===== src/rtl/vsel_pkg.sv =====
package vsel_pkg;
  typedef enum logic [1:0] {
    OP_FILL   = 2'b00,
    OP_LOCK   = 2'b01,
    OP_UNLOCK = 2'b10,
    OP_ALT    = 2'b11
  } vsel_op_e;
endpackage


===== src/rtl/vsel_mask_bank.sv =====
module vsel_mask_bank #(
  parameter int WAYS      = 8,
  parameter int NUM_CORES = 4,
  parameter int ID_W      = 3,
  localparam int NREQ     = NUM_CORES + 1,
  localparam int SLOT_W   = $clog2(NREQ)
) (
  input  logic                 clk,
  input  logic                 rst_n,
  input  logic                 we,
  input  logic [ID_W-1:0]      sel,
  input  logic [WAYS-1:0]      wdata,
  input  logic [ID_W-1:0]      rd_id,
  output logic [WAYS-1:0]      rd_allow,
  output logic                 err,
  output logic [NREQ*WAYS-1:0] mask_flat
);
  logic [NREQ-1:0][WAYS-1:0] mask_q;
  logic [SLOT_W-1:0] wr_slot, rd_slot;
  logic              full_block;

  // ids at or above NUM_CORES share the hardware-agent slot
  assign wr_slot    = (int'(sel)   >= NUM_CORES) ? SLOT_W'(NUM_CORES) : SLOT_W'(sel);
  assign rd_slot    = (int'(rd_id) >= NUM_CORES) ? SLOT_W'(NUM_CORES) : SLOT_W'(rd_id);
  assign full_block = &wdata;

  always_ff @(posedge clk) begin
    if (!rst_n) begin
      mask_q <= '0;
      err    <= 1'b0;
    end else begin
      err <= we && full_block;
      if (we && !full_block) mask_q[wr_slot] <= wdata;
    end
  end

  assign rd_allow  = ~mask_q[rd_slot];
  assign mask_flat = mask_q;
endmodule


===== src/rtl/vsel_hit.sv =====
module vsel_hit #(
  parameter int WAYS  = 8,
  parameter int TAG_W = 19,
  localparam int WAY_W = $clog2(WAYS)
) (
  input  logic [WAYS-1:0]       valid,
  input  logic [WAYS*TAG_W-1:0] tags,
  input  logic [TAG_W-1:0]      tag,
  output logic [WAY_W-1:0]      way,
  output logic                  any
);
  logic [WAYS-1:0] match;

  for (genvar g = 0; g < WAYS; g++) begin : g_cmp
    assign match[g] = valid[g] && (tags[g*TAG_W +: TAG_W] == tag);
  end

  always_comb begin
    way = '0;
    for (int i = WAYS - 1; i >= 0; i--) begin
      if (match[i]) way = WAY_W'(i);
    end
  end

  assign any = |match;
endmodule


===== src/rtl/vsel_pick.sv =====
module vsel_pick #(
  parameter int WAYS   = 8,
  localparam int WAY_W = $clog2(WAYS)
) (
  input  logic [WAYS-1:0]  allow,
  input  logic [WAYS-1:0]  valid,
  input  logic [WAYS-1:0]  lock,
  input  logic [WAYS-1:0]  use_bit,
  output logic [WAY_W-1:0] way,
  output logic             none
);
  logic [WAYS-1:0] cand, empty, stale;

  function automatic logic [WAY_W-1:0] lowest(input logic [WAYS-1:0] v);
    logic [WAY_W-1:0] r;
    r = '0;
    for (int i = WAYS - 1; i >= 0; i--) begin
      if (v[i]) r = WAY_W'(i);
    end
    return r;
  endfunction

  always_comb begin
    cand  = allow & ~lock;
    empty = cand & ~valid;
    stale = cand & valid & ~use_bit;
    none  = ~|cand;
    if (|empty)      way = lowest(empty);
    else if (|stale) way = lowest(stale);
    else             way = lowest(cand);
  end
endmodule


===== src/rtl/victim_selector.sv =====
module victim_selector
  import vsel_pkg::*;
#(
  parameter int WAYS       = 8,
  parameter int NUM_CORES  = 4,
  parameter int ADDR_W     = 32,
  parameter int LINE_SHIFT = 7,
  parameter int SET_BITS   = 6,
  localparam int WAY_W     = $clog2(WAYS),
  localparam int ID_W      = $clog2(NUM_CORES + 1),
  localparam int TAG_W     = ADDR_W - LINE_SHIFT - SET_BITS,
  localparam int NREQ      = NUM_CORES + 1
) (
  input  logic                  clk,
  input  logic                  rst_n,
  input  logic                  mask_we,
  input  logic [ID_W-1:0]       mask_sel,
  input  logic [WAYS-1:0]       mask_wdata,
  output logic                  mask_err,
  input  logic                  req_valid,
  output logic                  req_ready,
  input  logic [1:0]            req_op,
  input  logic [ID_W-1:0]       req_id,
  input  logic [ADDR_W-1:0]     req_addr,
  input  logic [WAYS-1:0]       way_valid,
  input  logic [WAYS-1:0]       way_dirty,
  input  logic [WAYS-1:0]       way_lock,
  input  logic [WAYS-1:0]       way_use,
  input  logic [WAYS*TAG_W-1:0] way_tag,
  output logic                  res_valid,
  input  logic                  res_ready,
  output logic [1:0]            res_op,
  output logic [WAY_W-1:0]      res_way,
  output logic                  res_fail,
  output logic                  res_hit,
  output logic                  res_dirty,
  output logic                  res_flush,
  output logic [SET_BITS-1:0]   res_index
);
  logic                 accept;
  logic [TAG_W-1:0]     req_tag;
  logic [WAYS-1:0]      cur_allow;
  logic [NREQ*WAYS-1:0] mask_flat;
  logic [WAY_W-1:0]     hit_way, pick_way;
  logic                 hit_any, pick_none;
  logic [WAY_W-1:0]     n_way;
  logic                 n_fail, n_hit, n_dirty, n_flush;
  vsel_op_e             op;

  assign req_ready = !res_valid || res_ready;
  assign accept    = req_valid && req_ready;
  assign req_tag   = req_addr[ADDR_W-1 -: TAG_W];
  assign op        = vsel_op_e'(req_op);

  vsel_mask_bank #(.WAYS(WAYS), .NUM_CORES(NUM_CORES), .ID_W(ID_W)) bank_i (
    .clk(clk), .rst_n(rst_n), .we(mask_we), .sel(mask_sel), .wdata(mask_wdata),
    .rd_id(req_id), .rd_allow(cur_allow), .err(mask_err), .mask_flat(mask_flat)
  );

  vsel_hit #(.WAYS(WAYS), .TAG_W(TAG_W)) hit_i (
    .valid(way_valid), .tags(way_tag), .tag(req_tag), .way(hit_way), .any(hit_any)
  );

  vsel_pick #(.WAYS(WAYS)) pick_i (
    .allow(cur_allow), .valid(way_valid), .lock(way_lock), .use_bit(way_use),
    .way(pick_way), .none(pick_none)
  );

  always_comb begin
    n_way   = '0;
    n_fail  = 1'b0;
    n_hit   = 1'b0;
    n_dirty = 1'b0;
    n_flush = 1'b0;
    if (op == OP_UNLOCK) begin
      if (hit_any) begin
        n_hit   = 1'b1;
        n_flush = 1'b1;
        n_way   = hit_way;
        n_dirty = way_dirty[hit_way];
      end
    end else if (op == OP_LOCK && hit_any) begin
      n_hit   = 1'b1;
      n_way   = hit_way;
      n_dirty = way_dirty[hit_way];
    end else if (pick_none) begin
      n_fail = 1'b1;
    end else begin
      n_way   = pick_way;
      n_dirty = way_dirty[pick_way];
    end
  end

  always_ff @(posedge clk) begin
    if (!rst_n) begin
      res_valid <= 1'b0;
      res_op    <= '0;
      res_way   <= '0;
      res_fail  <= 1'b0;
      res_hit   <= 1'b0;
      res_dirty <= 1'b0;
      res_flush <= 1'b0;
      res_index <= '0;
    end else if (accept) begin
      res_valid <= 1'b1;
      res_op    <= req_op;
      res_way   <= n_way;
      res_fail  <= n_fail;
      res_hit   <= n_hit;
      res_dirty <= n_dirty;
      res_flush <= n_flush;
      res_index <= req_addr[LINE_SHIFT +: SET_BITS];
    end else if (res_ready) begin
      res_valid <= 1'b0;
    end
  end
endmodule


===== config.mk =====
export PLATFORM = sky130hd
export DESIGN_NAME = victim_selector
export DESIGN_NICKNAME = d
export VERILOG_FILES = /design/src/rtl/vsel_pkg.sv /design/src/rtl/vsel_mask_bank.sv /design/src/rtl/vsel_hit.sv /design/src/rtl/vsel_pick.sv /design/src/rtl/victim_selector.sv
export SDC_FILE = /design/constraint.sdc
export NUM_CORES = 1
export LEC_CHECK = 0
export BUFFER_PORTS_ARGS = -buffer_cell sky130_fd_sc_hd__buf_4
export CAP_MARGIN = 10
export CORE_AREA = 2 2 114 171
export CTS_BUF_LIST = sky130_fd_sc_hd__clkbuf_2 sky130_fd_sc_hd__clkbuf_4 sky130_fd_sc_hd__clkbuf_8
export CTS_CLUSTER_SIZE = 25
export DETAILED_ROUTE_END_ITERATION = 8
export DIE_AREA = 0 0 116 173
export PLACE_DENSITY = 0.57
export REMOVE_ABC_BUFFERS = 1
export SYNTH_ARGS = -nofsm -noshare
export SYNTH_HDL_FRONTEND = slang
export SYNTH_SLANG_ARGS = --single-unit

===== constraint.sdc =====
create_clock -name clk -period 3.7 [get_ports clk]
set_input_delay 0.555 -clock clk [delete_from_list [all_inputs] [get_ports clk]]
set_output_delay 0.555 -clock clk [all_outputs]
set_load 0.01 [all_outputs]

# Word level (Yosys, flattened, before mapping)
# Cells that the tools add are included.
[totals] reg_bits=57 latchBits=0 ram_bits=0 mem_bits_ro=0 out_inout_bits=18 word_cells=123 mem_count=0
[op_classes] add_sub_neg=0 n_mul=0 n_div=0 magnitude_cmp=7 eq_ne=10 n_shift=0 muxes=62 n_bitwise=8 reduce_logical=22
[op_table] op="19-bit equality test" n=8
[op_table] op="3-bit two-way mux" n=40
[op_table] op="40-bit bitwise mux" n=1
[op_table] op="8-bit AND" n=4
[op_table] op="8-bit inverter" n=4
[op_table] op="8-bit OR reduction" n=4
[op_table] op="8-bit binary-select mux with 3-bit select" n=1
[op_table] op="8-bit demux with 3-bit select" n=1
[op_table] op="3-bit by 4-bit < comparator with 1-bit output (second input constant)" n=4
[op_table] op="8-bit two-way mux" n=2
[op_table] op="1-bit two-way mux" n=15
[op_table] op="1-bit logical AND" n=13
[op_table] op="8-bit AND reduction" n=1
[op_table] op="1-bit binary-select mux with 3-bit select" n=2
[op_table] op="3-bit >= comparator (second input constant)" n=2
[op_table] op="3-bit by 1-bit >= comparator with 1-bit output (second input constant)" n=1
[op_table] op="2-bit by 1-bit equality test with 1-bit output (second input constant)" n=1
[op_table] op="2-bit equality test (second input constant)" n=1
[op_table] op="1-bit zero test" n=2
[op_table] op="2-bit nonzero test" n=1
[op_table] op="1-bit logical OR" n=1

# Depth between registers and ports, before layout
# Gate-level depths: netlist of the first run.
[logic_depth] ltp_word=23 mapped_depth=11 mapped_depth_nobuf=10

# By module
# Synthesis of the first run repeated with hierarchy kept, for this count alone.
[unflattened] hier_cells=571 hier_area_um2=5157.4
[modules_own_cells] mod="vsel_hit" n_inst=1 cells_each=241 area_per_inst_um2=1910.6 seq_area_each_um2=0.0
[modules_own_cells] mod="vsel_mask_bank" n_inst=1 cells_each=167 area_per_inst_um2=1888.1 seq_area_each_um2=820.8
[modules_own_cells] mod="victim_selector" n_inst=1 cells_each=98 area_per_inst_um2=873.3 seq_area_each_um2=320.3
[modules_own_cells] mod="vsel_pick" n_inst=1 cells_each=65 area_per_inst_um2=485.5 seq_area_each_um2=0.0

# Worst setup path before layout of the first run
# Ideal clock, no wire load.
[synth_path] path_type="input port to flip-flop" start="input port req_id[0]" end="register res_dirty" t_arrival_ns=3.092 required_ns=3.573 setup_slack_ns=0.481 stages=11 path_buffers=1 cell_sequence="buf_4 > or2_4 > o221ai_2 > nor3b_1 > a2111o_1 > a2111o_1 > o21a_1 > a2111oi_1 > a211o_1 > a2111oi_0 > or3_1"
[synth_via] elab_chain_cells=23 word_cells_on_any_way=43 classes_between="order compare (1); mux (34); bitwise (5); reduce/logical (3)"
[synth_lines] element="start: declaration" line_no="victim_selector.sv:23" rtl="input logic [ID_W-1:0] req_id,"
[synth_lines] element="3-bit >= comparator" line_no="vsel_mask_bank.sv:24" rtl="assign rd_slot = (int'(rd_id) >= NUM_CORES) ? SLOT_W'(NUM_CORES) : SLOT_W'(rd_id);"
[synth_lines] element="3-bit two-way mux (*)" line_no="vsel_mask_bank.sv:24"
[synth_lines] element="8-bit binary-select mux with 3-bit select (*)" line_no="vsel_mask_bank.sv:37" rtl="assign rd_allow = ~mask_q[rd_slot];"
[synth_lines] element="8-bit two-way mux (implied by the code) (*)" line_no="vsel_mask_bank.sv:37"
[synth_lines] element="8-bit inverter (*)" line_no="vsel_mask_bank.sv:37"
[synth_lines] element="8-bit AND (*)" line_no="vsel_pick.sv:24" rtl="cand = allow & ~lock;"
[synth_lines] element="8-bit AND (2 in series)" line_no="vsel_pick.sv:26" rtl="stale = cand & valid & ~use_bit;"
[synth_lines] element="3-bit two-way mux (8 in series)" line_no="vsel_pick.sv:18" rtl="if (v[i]) r = WAY_W'(i);"
[synth_lines] element="3-bit two-way mux" line_no="vsel_pick.sv:29" rtl="else if (|stale) way = lowest(stale);"
[synth_lines] element="3-bit two-way mux" line_no="vsel_pick.sv:28" rtl="if (|empty) way = lowest(empty);"
[synth_lines] element="1-bit binary-select mux with 3-bit select" line_no="victim_selector.sv:90" rtl="n_dirty = way_dirty[pick_way];"
[synth_lines] element="1-bit two-way mux (implied by the code)" line_no="victim_selector.sv:90"
[synth_lines] element="1-bit two-way mux (*)" line_no="victim_selector.sv:86" rtl="end else if (pick_none) begin"
[synth_lines] element="1-bit two-way mux (*)" line_no="victim_selector.sv:82" rtl="end else if (op == OP_LOCK && hit_any) begin"
[synth_lines] element="1-bit two-way mux (*)" line_no="victim_selector.sv:75" rtl="if (op == OP_UNLOCK) begin"
[synth_lines] element="end signal: assignment" line_no="victim_selector.sv:110" rtl="res_dirty <= n_dirty;"
[synth_lines] element="end: declaration" line_no="victim_selector.sv:36" rtl="output logic res_dirty,"
# Mark *: on every way between the ends. The rest lies on a longest branch, timed or not. The select of a mux whose other input is x is not followed.
# A chain may end at the register's enable or synchronous reset.

# Worst setup path after layout of the first run
[layout_path] start="input port req_id[2]" end="register res_dirty"
# Same word-level chain as after synthesis.

==> results.sh, run 1 <==
export IMPL_relSlewSlack_pct=54.7
export IMPL_finalInstanceArea_um2=7770
export IMPL_ys_ff_latch=57
export IMPL_finalHoldViolCount=0
export IMPL_vias_per_cell=5.08
export IMPL_synth_async_reset_ratio_pct=0
export IMPL_worstSetupEndpointType="flop"
export IMPL_clockBufferDepth=2
export IMPL_grt_setup_unrepaired="false"
export IMPL_min_period_ns=3.17
export IMPL_nNetsFinal=1133
export IMPL_clkSlewWorstSetupHoldPaths_ns=0.07
export IMPL_gr_total_overflow=0
export IMPL_antennaDiodeCount=0
export IMPL_r2r_setup_slack_ns=0.73
export IMPL_ant_nets=0
export IMPL_die_w_um=116
export IMPL_routed_wl_um=22400
export IMPL_grt_util_met1_pct=22.7
export IMPL_min_to="bank_i.err$_SDFF_PN0_"
export IMPL_drc=0
export IMPL_io_buffers=247
export IMPL_slew_violations=0
export IMPL_grt_pass1_vias=6239
export IMPL_synthFlopType="dfxtp_1"
export IMPL_area_delta_synth_final_pct=41.5
export IMPL_worstRegToRegCells=10
export IMPL_setup_viol=0
export IMPL_busiest_layer="met2"
export IMPL_synthDistinctLibCells=63
export IMPL_place_gp_congestion=0.926
export IMPL_cp_required_ns=3.92
export IMPL_synth_area_leaders="dfxtp_1 (21%), xor2_1 (15%), mux2i_1 (11%)"
export IMPL_drive_gt1_share_pct=31.9
export IMPL_r2r_start="bank_i.mask_flat[21]$_SDFFE_PN0P_"
export IMPL_skew_ns=0.0132
export IMPL_holdPathStages=3
export IMPL_crit_path_frequent_cell="a2111o_1"
export IMPL_ys_seq_area_share_pct=20.8
export IMPL_root_buffer="clkbuf_8"
export IMPL_antenna_found_initial=0
export IMPL_startpoint_type="primary input"
export IMPL_grt_usage_pct=22.1
export IMPL_die_h_um=173
export IMPL_grt_start_max_net_pins=58
export IMPL_outcome="completed"
export IMPL_cts_resized=0
export IMPL_p_per_area_nw_per_um2=254
export IMPL_fin_cells=1153
export IMPL_timing_rr_end="res_dirty$_SDFFE_PN0P_"
export IMPL_drtIter0Drc=187
export IMPL_synth_area_per_cell_um2=8.28
export IMPL_peakVddDrop_mv=0.134
export IMPL_met3_usage_pct=3.61
export IMPL_pin_count=255
export IMPL_synthTopCellsByCount="xor2_1 (95), mux2i_1 (61), dfxtp_1 (57), xnor2_1 (57), nand4_1 (44)"
export IMPL_maxCapViolations=0
export IMPL_via_count=5855
export IMPL_cts_tree="done"
export IMPL_ctsHoldBuffers=0
export IMPL_synth_warnings=0
export IMPL_cpPeakStageDelay_ns=0.49
export IMPL_criticalPathCategory="primary input to flop"
export IMPL_worst_slew_pin_transition_ns=0.670
export IMPL_dieArea_um2=20100
export IMPL_drt_pass1_iter_count=4
export IMPL_min_period_over_period_pct=85.7
export IMPL_leakage_uw=0.00322
export IMPL_holdWs_ns=0.446
export IMPL_cts_made_buffers=9
export IMPL_yosysMostFrequentCell="xor2_1"
export IMPL_power_uw=1970
export IMPL_coreArea_um2=18500
export IMPL_worstPathCellList="buf_4 -> nand2b_1 -> o221ai_2 -> nor3b_1 -> a2111o_1 -> a2111o_1 -> o21a_1 -> a2111oi_1 -> a211o_1 -> a2111oi_0 -> or3_1"
export IMPL_yosysTopAreaCell="dfxtp_1"
export IMPL_avgRoutedWirePerCell_um=19.4
export IMPL_netlist_instances=663
export IMPL_cts_sinks=57
export IMPL_netlist_area_um2=5490
export IMPL_cts_setup_buffers=0
export IMPL_fin_tns_setup_ns=0
export IMPL_grt_first_pass_wirelength_um=33700
export IMPL_fmax_mhz=315
export IMPL_row_count=61
export IMPL_synthDominantCellAreaShare_pct=20.8
export IMPL_worstPathMaxFanout=13
export IMPL_crit_slowest_cell="a2111o_1"
export IMPL_hold_class="primary input to flop"
export IMPL_dp_cells=1137
export IMPL_cp_arrival_ns=3.39
export IMPL_hpwl_um=18900
export IMPL_clk_latency_ns=0.34
export IMPL_initial_core_util_pct=29.7
export IMPL_place_area_um2=7560
export IMPL_synth_edf_count=0
export IMPL_met2_usage_pct=42.8
export IMPL_worstHoldStart="mask_we"
export IMPL_cts_htree_levels=3
## power by group
| group | switching, µW | leakage, µW | internal [µW] | total (µW) |
|---|---|---|---|---|
| Sequential | 10.6 | 0.000464 | 635 | 645 |
| Clock | 278 | 0.0000985 | 330 | 608 |
| Combinational | 361 | 0.00266 | 357 | 718 |
## worst max path at each step
stage	slack (ns)	cells past startpoint	startpoint	to
finish	0.53	11	req_id[2]	res_dirty$_SDFFE_PN0P_
global route	0.33	11	req_id[2]	res_dirty$_SDFFE_PN0P_
CTS	0.52	11	req_id[2]	res_dirty$_SDFFE_PN0P_
detailed placement	0.17	11	req_id[2]	res_dirty$_SDFFE_PN0P_
global placement	0.15	11	req_id[2]	res_dirty$_SDFFE_PN0P_
floorplan	0.62	10	req_id[2]	res_dirty$_SDFFE_PN0P_
## state kept, by name, summed over array words and instances, names as in the netlist
signal and flops:
bank_i.mask_flat 40, res_index 6, res_way 3, res_op 2, bank_i.err 1, res_dirty 1
res_fail 1, res_flush 1, res_hit 1, res_valid 1
## area by class of cell
cell class,instances,area (µm²)
multi-input combinational,567,4170
fill,1993,10700
clock buffer,10,138
clock inverter,6,67.6
sequential,57,1140
timing repair buffer,255,1910
inverter,6,22.5
tap,252,315
## layer usage
layer / vias up / wire length, µm
met5: - / 0
met1: 2684 / 8110
met3: 40 / 1360
met4: 0 / 818
met2: 242 / 12100
li1: 2889 / -
## critical path: cells and delay by family
family / cells / cell delay, ns
buf+inv: 1 / 0.16
simple gates: 3 / 0.72
compound gates: 7 / 1.95
## metrics by stage
step                      setup WS [ns]  utilization (%)
final                             0.529             42.0
after global routing              0.326             42.0
after CTS                         0.525             42.0
after detailed placement          0.168             40.9
after global placement            0.154             40.9
after floorplan                   0.617                -
## cells by family after synthesis
group                  Yosys count  synth area share, %
multiplexers                    61                 11.1
flip-flops                      57                 20.8
XOR/XNOR                       152                 24.2
AO/OA/AOI/OAI                   83                 11.4
buffers and inverters           39                 3.42
AND/OR/NAND/NOR                271                 29.0
## placed cells by master, fill, tap and decap left out, drive strengths merged, types with 3 or more instances in the layout
cell | synthesis | routed
o21ai | 13 | 13
and2 | 7 | 7
clkbuf | 12 | 10
inv | 6 | 6
a21oi | 13 | 13
o211ai | 3 | 3
o221ai | 4 | 4
nor4 | 43 | 43
nor2 | 28 | 28
a21o | 6 | 6
nor3 | 8 | 8
xor2 | 95 | 95
or2 | 8 | 8
buf | 21 | 255
mux2i | 61 | 61
nand4 | 44 | 44
nor3b | 3 | 3
nor4b | 18 | 18
dfxtp | 57 | 57
or3 | 4 | 4
xnor2 | 57 | 57
nand2 | 42 | 42
o22ai | 7 | 7
nor2b | 42 | 42
nand4b | 3 | 3
a211oi | 3 | 3
nand2b | 4 | 4
clkinv | 0 | 3
nand3 | 6 | 6
a21boi | 12 | 12
o22a | 3 | 3
and3 | 3 | 3
(Power assumes the default switching activity.)
==> run 2, diff against run 1 <==
CORE_AREA = 2 2 124 187   (was 2 2 114 171)
DIE_AREA = 0 0 126 189   (was 0 0 116 173)
PLACE_DENSITY = 0.5   (was 0.57)
==> run 2 against run 1 <==
Effect of this change: clock power down 11%; die area rose by 19%; clock skew is 0.0034 ns lower; highest routed layer unchanged; non-clock buffer count is the same; clock-buffer cell count decreased by 1.
==> results.sh, run 2 (synthesis gave the netlist of run 1 again) <==
export IMPL_outcome="completed"
export IMPL_clkSlewWorstSetupHoldPaths_ns=0.08
export IMPL_clk_latency_ns=0.35
export IMPL_power_uw=1910
export IMPL_switchingPower_uw=673
export IMPL_peakVddDrop_mv=0.148
export IMPL_ctsHoldBuffers=0
export IMPL_antennaDiodeCount=0
export IMPL_drive_gt1_share_pct=31.9
export IMPL_p_int_uw=1240
export IMPL_die_w_um=126
export IMPL_cts_htree_levels=3
export IMPL_grt_usage_pct=19.7
export IMPL_grt_start_max_net_pins=58
export IMPL_slew_violations=0
export IMPL_met1Wirelength_um=8520
export IMPL_min_period_ns=3.26
export IMPL_final_cell_mix="buf_4 (255), xor2_1 (95), mux2i_1 (61)"
export IMPL_drt_pass1_iter_count=4
export IMPL_final_common_cell="buf_4"
export IMPL_cts_made_buffers=9
export IMPL_io_buffers=247
export IMPL_cp_required_ns=3.93
export IMPL_p_clk_share_pct=28.2
export IMPL_top_layer="met4"
export IMPL_maxCapViolations=0
export IMPL_skew_ns=0.00984
export IMPL_hpwl_um=20100
export IMPL_leakage_uw=0.00321
export IMPL_hold_class="primary input to flop"
export IMPL_power_frac_comb_pct=38.1
export IMPL_cts_sinks=57
export IMPL_avgRoutedWirePerCell_um=20.4
export IMPL_worstSetupEndpointType="flop"
export IMPL_startpoint_type="primary input"
export IMPL_criticalPathCategory="primary input to flop"
export IMPL_seq_power_share_pct=33.7
export IMPL_fmax_mhz=306
export IMPL_cts_tree="done"
export IMPL_worst_slew_pin_transition_ns=0.641
export IMPL_place_gp_congestion=0.865
export IMPL_fillers=2444
export IMPL_cp_arrival_ns=3.50
export IMPL_via_count=5912
export IMPL_ant_nets=0
export IMPL_cts_setup_buffers=0
export IMPL_row_count=67
export IMPL_largest_reg_flops=40
export IMPL_grt_pass1_vias=6316
export IMPL_setup_viol=0
export IMPL_dieArea_um2=23800
export IMPL_drc=0
export IMPL_fin_tns_setup_ns=0
export IMPL_antenna_found_initial=0
export IMPL_met3_wirelength_um=1710
export IMPL_grt_first_pass_wirelength_um=35600
export IMPL_worstPathMaxFanout=13
export IMPL_met2RoutedLength_um=12600
export IMPL_switching_share_pct=35.2
export IMPL_clockBufferDepth=2
export IMPL_initial_core_util_pct=24.8
export IMPL_cts_resized=0
export IMPL_root_buffer="clkbuf_8"
export IMPL_coreArea_um2=22100
export IMPL_routed_wl_um=24000
export IMPL_gr_total_overflow=0
export IMPL_finalHoldViolCount=0
export IMPL_grt_setup_unrepaired="false"
export IMPL_p_per_area_nw_per_um2=246
export IMPL_relSlewSlack_pct=57.2
export IMPL_nNetsFinal=1133
export IMPL_die_h_um=189
export IMPL_pin_count=255
export IMPL_min_period_over_period_pct=88.2
export IMPL_vias_per_cell=5.02
export IMPL_drtIter0Drc=201
export IMPL_area_delta_synth_final_pct=41.5
run 2: power groups by stage:
stage	logic [µW]	registers (µW)	clock network, µW
detailed placement	734	660	0
global placement	731	659	0
floorplan	327	662	0
CTS	736	645	566
finish	729	645	539
global route	791	648	586
run 2: stage by stage:
| step | area (µm²) | hold WS (ns) | util (%) | worst slack, ns | instances |
|---|---|---|---|---|---|
| floorplan | 5330 | 0.482 | - | 0.617 | 630 |
| global placement | 7590 | 0.454 | 34.3 | 0.105 | 1161 |
| detailed placement | 7590 | 0.459 | 34.3 | 0.103 | 1161 |
| CTS | 7770 | 0.427 | 35.1 | 0.455 | 1177 |
| global route | 7770 | 0.445 | 35.1 | 0.235 | 1177 |
| finish | 7770 | 0.442 | 35.1 | 0.436 | 1177 |
run 2: path summary, 6_finish.rpt:
path                                     start                        end  slack (ns)  cells after the start
max                                  req_id[2]     res_dirty$_SDFFE_PN0P_        0.44                     11
min reg2reg          res_index[3]$_SDFFE_PN0P_  res_index[3]$_SDFFE_PN0P_        0.46                      2
max reg2reg  bank_i.mask_flat[29]$_SDFFE_PN0P_     res_dirty$_SDFFE_PN0P_        0.72                     10
min                                    mask_we      bank_i.err$_SDFF_PN0_        0.44                      3
run 2: critical path, cell delays in order:
cell,delay (ns)
buf_4,0.17
nand2b_1,0.27
o221ai_2,0.36
nor3b_1,0.13
a2111o_1,0.43
a2111o_1,0.50
o21a_1,0.19
a2111oi_1,0.29
a211o_1,0.16
a2111oi_0,0.08
or3_1,0.34
run 2: layout make-up:
type	instances	area, µm²	share of cell area [%]
clock buffers	9	124	1.59
well taps	276	345	4.45
multi-input cells	567	4170	53.6
repair buffers	255	1910	24.6
flip-flops and latches	57	1140	14.7
inverters	6	22.5	0.290
clock inverters	7	53.8	0.693
run 2: layer usage:
metal,GRT usage [%],vias to the layer above
met5,0,-
met4,10.6,0
met3,4.46,51
met2,37.5,267
met1,19.6,2706
li1,-,2888
